**config.mk**
```make
export PLATFORM = sky130hd
export DESIGN_NAME = psk_symbol_mapper
export DESIGN_NICKNAME = d
export VERILOG_FILES = /design/src/rtl/psk_map_pkg.sv /design/src/rtl/psk_bit_gatherer.sv /design/src/rtl/psk_gray_coder.sv /design/src/rtl/psk_oqpsk_lanes.sv /design/src/rtl/psk_symbol_mapper.sv
export SDC_FILE = /design/constraint.sdc
export NUM_CORES = 1
export LEC_CHECK = 0
export ABC_AREA = 0
export BUFFER_PORTS_ARGS = -buffer_cell sky130_fd_sc_hd__buf_2
export CAP_MARGIN = 20
export CORE_MARGIN = 2
export CORE_UTILIZATION = 40
export DETAILED_ROUTE_END_ITERATION = 10
export SETUP_SLACK_MARGIN = 0.02
export SLEW_MARGIN = 20
export SYNTH_ARGS = -nofsm -noshare
export SYNTH_HDL_FRONTEND = slang
export SYNTH_SLANG_ARGS = --single-unit
```
**constraint.sdc**
```tcl
create_clock -name clk -period 1.91 [get_ports clk]
set_clock_uncertainty 0.15 [all_clocks]
set_input_delay 0.2865 -clock clk [delete_from_list [all_inputs] [get_ports clk]]
set_output_delay 0.2865 -clock clk [all_outputs]
set_load 0.02 [all_outputs]
```
**src/rtl/psk_map_pkg.sv**
```systemverilog
package psk_map_pkg;
  typedef enum logic [1:0] {
    PM_OQPSK = 2'd0,
    PM_8PSK  = 2'd1,
    PM_16PSK = 2'd2,
    PM_RSVD  = 2'd3
  } pm_mode_e;

  // Bits gathered per symbol for a mode.
  function automatic logic [2:0] pm_bits(input pm_mode_e m);
    case (m)
      PM_OQPSK: pm_bits = 3'd2;
      PM_8PSK:  pm_bits = 3'd3;
      default:  pm_bits = 3'd4;
    endcase
  endfunction
endpackage

```
**src/rtl/psk_bit_gatherer.sv**
```systemverilog
module psk_bit_gatherer #(
  parameter int MAX_BPS = 4,
  localparam int CNT_W = $clog2(MAX_BPS)
) (
  input  logic               clk,
  input  logic               rst,
  input  logic               take,
  input  logic               bit_in,
  input  logic               cw_in,
  input  logic [CNT_W-1:0]   last_idx,
  output logic               at_last,
  output logic [MAX_BPS-1:0] word,
  output logic               straddle
);
  logic [CNT_W-1:0]   cnt;
  logic [MAX_BPS-2:0] acc;
  logic               strad_q;

  assign at_last  = (cnt == last_idx);
  // Earlier bits sit above the current one; acc is cleared per symbol,
  // so unused upper bits stay zero for narrower modes.
  assign word     = {acc, bit_in};
  assign straddle = strad_q | (cw_in && (cnt != '0));

  always_ff @(posedge clk) begin
    if (rst) begin
      cnt     <= '0;
      acc     <= '0;
      strad_q <= 1'b0;
    end else if (take) begin
      if (at_last) begin
        cnt     <= '0;
        acc     <= '0;
        strad_q <= 1'b0;
      end else begin
        cnt     <= cnt + 1'b1;
        acc     <= {acc[MAX_BPS-3:0], bit_in};
        strad_q <= straddle;
      end
    end
  end
endmodule

```
**src/rtl/psk_gray_coder.sv**
```systemverilog
module psk_gray_coder #(
  parameter int W = 4
) (
  input  logic         bypass,
  input  logic [W-1:0] bin,
  output logic [W-1:0] code
);
  logic [W-1:0] gray;
  for (genvar g = 0; g < W; g++) begin : g_bit
    if (g == W - 1) begin : g_top
      assign gray[g] = bin[g];
    end else begin : g_low
      assign gray[g] = bin[g] ^ bin[g+1];
    end
  end
  assign code = bypass ? bin : gray;
endmodule

```
**src/rtl/psk_oqpsk_lanes.sv**
```systemverilog
module psk_oqpsk_lanes (
  input  logic clk,
  input  logic rst,
  input  logic en,
  input  logic first,
  input  logic bit_in,
  output logic lane_i,
  output logic lane_q
);
  always_ff @(posedge clk) begin
    if (rst) begin
      lane_i <= 1'b0;
      lane_q <= 1'b0;
    end else if (en) begin
      if (first) lane_i <= bit_in;
      else       lane_q <= bit_in;
    end
  end
endmodule

```
**src/rtl/psk_symbol_mapper.sv**
```systemverilog
module psk_symbol_mapper
  import psk_map_pkg::*;
#(
  parameter int MAX_BPS = 4,
  localparam int CNT_W = $clog2(MAX_BPS)
) (
  input  logic               clk,
  input  logic               rst,
  input  logic [1:0]         mode,
  input  logic               bit_valid,
  output logic               bit_ready,
  input  logic               bit_data,
  input  logic               bit_cw_start,
  output logic               sym_valid,
  input  logic               sym_ready,
  output logic [MAX_BPS-1:0] sym_index,
  output logic               sym_straddle,
  output logic               lane_i,
  output logic               lane_q
);
  pm_mode_e           mode_e;
  logic [CNT_W-1:0]   last_idx;
  logic               at_last;
  logic               take;
  logic               complete;
  logic [MAX_BPS-1:0] word;
  logic [MAX_BPS-1:0] coded;
  logic               straddle;
  logic               is_oq;

  assign mode_e   = pm_mode_e'(mode);
  assign is_oq    = (mode_e == PM_OQPSK);
  assign last_idx = CNT_W'(pm_bits(mode_e) - 3'd1);

  // Only a completing bit needs room in the symbol holder.
  assign bit_ready = !sym_valid || sym_ready || !at_last;
  assign take      = bit_valid && bit_ready;
  assign complete  = take && at_last;

  psk_bit_gatherer #(.MAX_BPS(MAX_BPS)) u_gather (
    .clk      (clk),
    .rst      (rst),
    .take     (take),
    .bit_in   (bit_data),
    .cw_in    (bit_cw_start),
    .last_idx (last_idx),
    .at_last  (at_last),
    .word     (word),
    .straddle (straddle)
  );

  psk_gray_coder #(.W(MAX_BPS)) u_gray (
    .bypass (is_oq),
    .bin    (word),
    .code   (coded)
  );

  psk_oqpsk_lanes u_lanes (
    .clk    (clk),
    .rst    (rst),
    .en     (take && is_oq),
    .first  (!at_last),
    .bit_in (bit_data),
    .lane_i (lane_i),
    .lane_q (lane_q)
  );

  always_ff @(posedge clk) begin
    if (rst) begin
      sym_valid    <= 1'b0;
      sym_index    <= '0;
      sym_straddle <= 1'b0;
    end else if (complete) begin
      sym_valid    <= 1'b1;
      sym_index    <= coded;
      sym_straddle <= straddle;
    end else if (sym_ready) begin
      sym_valid    <= 1'b0;
    end
  end
endmodule

```
==> results.py <==
metrics = {
    "floorplan": {
        "ioPinCount": 17,
        "placementRows": 14,
        "fp.dieH_um": 45.3,
        "fp.dieW_um": 45.3,
        "coreArea_um2": 1560,
        "die_area_um2": 2050,
        "start_util_pct": 43.7,
    },
    "run_status": {
        "violations": "setup timing",
        "outcome": "complete, but fails checks",
    },
    "routing": {
        "drtIter0Drc": 5,
        "drt-total-wl_um": 1470,
        "drt-vias-per-instance": 5.52,
        "post_drt_wl_per_cell_um": 12.9,
        "drc_errors": 0,
        "first_pass_iters": 4,
        "num_vias": 629,
        "antenna_left": 0,
    },
    "power_and_ir_drop": {
        "p_switching_uw": 155,
        "power.share.clock_pct": 35.7,
        "ir_drop_uv": 370,
        "switching_share_pct": 25.6,
        "power.share.combinational_pct": 13.4,
        "leakage_nw": 0.333,
        "seqPwrFrac_pct": 50.9,
        "pwr_density_cell_nw_per_um2": 700,
        "p_int_uw": 450,
    },
    "clock_tree": {
        "cts_sinks": 14,
        "insertion_delay_ps": 270,
        "cts.clk_slew.worst_paths_ps": 90,
        "htreeDepth": 1,
        "cts_tree": "yes",
        "cts-root-buf": "clkbuf_4",
        "cts.path.max_buffers": 2,
        "numCtsBuffers": 3,
    },
    "place": {
        "dp.final_hpwl_um": 977,
        "placed_cell_area_um2": 768,
        "dp.cells": 108,
        "gp_congestion": 0.835,
        "pre_cts_ws_ps": 117,
        "io_buffer_count": 16,
    },
    "logic_synthesis": {
        "synth-main-ff-cell": "dfxtp_1",
        "synthCells": 78,
        "ys_seq_area_share_pct": 41.2,
        "synth_seq_cells": 14,
        "synth.avg_cell_area_um2": 8.73,
        "yosysTopAreaCell": "dfxtp_1",
        "synth_commonest_cells": "dfxtp_1 (14), nand2_1 (12), a21oi_1 (10), nand3_1 (8), nor2_1 (5)",
        "synth.area.top_cells": "dfxtp_1 (41%), a21oi_1 (7.4%), nand2_1 (6.6%)",
        "postSynth.asyncResetShare_pct": 0,
        "netlist.area_leader.share_pct": 41.2,
        "syn_area_um2": 681,
        "syn-num-nets": 87,
        "synth.most_common_cell": "dfxtp_1",
        "ys.warnings.count": 0,
        "ys_types": 28,
        "synth_edf_count": 0,
    },
    "layout": {
        "n_fill_cell": 145,
        "final_cell_area_um2": 863,
        "drive_gt1_share_pct": 33.7,
        "multi_input_area_um2": 403,
        "postLayoutCoreUtil_pct": 55.4,
        "final_cells": 114,
        "nNetsFinal": 108,
        "areaGrowthSynthToFinish_pct": 26.8,
        "diodes": 0,
        "regArea_um2": 288,
    },
    "timing": {
        "report.final.slew_viol_count": 0,
        "hold_viol_final": 0,
        "setup_viol": 1,
        "setup_ws_ps": -25.4,
        "fmax_ghz": 0.517,
        "fin_crit_sh_pct": 101,
        "slew_headroom_pct": 69.1,
        "hold_slack_ps": 142,
        "fin_crit_ps": 1940,
        "tightestPinTransition_ps": 463,
        "grt_setup_unrepaired": "true",
    },
    "grt": {
        "antenna_found_initial": 0,
        "grt.overflow.total": 0,
        "track_usage_pct": 16.7,
        "grt_pass1_vias": 587,
        "grt_max_degree": 15,
        "grt_pass1_wl_um": 2440,
    },
    "critical_path": {
        "worstPathRequired_ps": 1470,
        "crit_type": "reg2out",
        "start_kind": "flop",
        "crit_path_max_fanout": 2,
        "cp-end-kind": "output pin",
        "worst_ep_arrival_time_ps": 1500,
    },
    "flow_run": {
        "max_cap_viol_count": 0,
    },
    "worst_hold_path": {
        "hold_path.class": "in2reg",
    },
}
metrics by stage:
stage,setup TNS (ps),total power [mW]
after floorplan,0,0.365
after global placement,0,0.390
after detailed placement,0,0.391
after CTS,-34.8,0.608
after global routing,-61.1,0.638
final,-25.4,0.604
critical path, stage by stage, from the launching register on:
cell and delay (ps):
dfxtp_4 350, or4b_4 520, a31o_4 230, buf_6 120
layout by cell type (no fill, tap or decap), types with 2 or more instances in the layout:
master	instances
nor2_1	5
nand2_1	12
xor2_1	3
o21ai_1	2
nand3_1	8
inv_1	2
buf_2	15
a21oi_1	10
clkbuf_4	3
dfxtp_1	12
buf_4	3
a211oi_1	3
dfxtp_4	2
path summary, 6_finish.rpt:
check                               startpoint                            to  slack [ps]  cells past startpoint
setup / recovery  u_gather.cnt[1]$_SDFFE_PP0N_                     bit_ready         -30                      3
hold / removal                        bit_data  u_gather.acc[0]$_SDFFE_PP0N_         140                      3
setup reg to reg  u_gather.cnt[1]$_SDFFE_PP0N_     sym_index[1]$_SDFFE_PP0P_         170                      5
hold reg to reg      sym_straddle$_SDFFE_PP0P_     sym_straddle$_SDFFE_PP0P_         300                      2
logic make-up after synthesis:
| group | after synthesis | synth area share [%] |
|---|---|---|
| buffers and inverters | 5 | 4.04 |
| AO/OA/AOI/OAI | 20 | 19.9 |
| adder cells (fa/ha/maj) | 1 | 1.84 |
| flip-flops | 14 | 41.2 |
| XOR/XNOR | 3 | 3.86 |
| AND/OR/NAND/NOR | 35 | 29.2 |
state kept, by name (all words and copies together) (netlist names):
| register | count |
|---|---|
| u_gather.acc | 3 |
| u_gather.cnt | 2 |
| sym_straddle | 1 |
| sym_valid | 1 |
| u_lanes.lane_q | 1 |
| u_lanes.lane_i | 1 |
| u_gather.strad_q | 1 |
| sym_index | 4 |
per-layer routing:
| metal | part of all wire, % | global-route usage [%] |
|---|---|---|
| met5 | 0 | 0 |
| met1 | 48 | 19.8 |
| met4 | 1.3 | 8.82 |
| met2 | 48 | 28.9 |
| met3 | 3.1 | 2.40 |
area by class of cell:
class,instances,area share [%]
sequential,14,33.3
tap,16,2.32
inverter,2,0.870
timing repair buffer,19,12.6
multi-input combinational,59,46.7
clock buffer,4,4.20
power by group through the flow:
stage	logic [mW]	clock network [mW]	registers, mW
floorplan	0.0456	0	0.320
global placement	0.0740	0	0.316
detailed placement	0.0751	0	0.316
CTS	0.0791	0.221	0.308
global route	0.0917	0.237	0.309
finish	0.0808	0.216	0.308
repair_timing:
action	CTS	global route
hold buffers	0	0
buffers inserted	2	0
pin swaps	2	0
endpoints found under the setup margin	1	2
gates resized for setup	6	3
endpoints found under the hold margin	0	0
(Power assumes the default switching activity.)
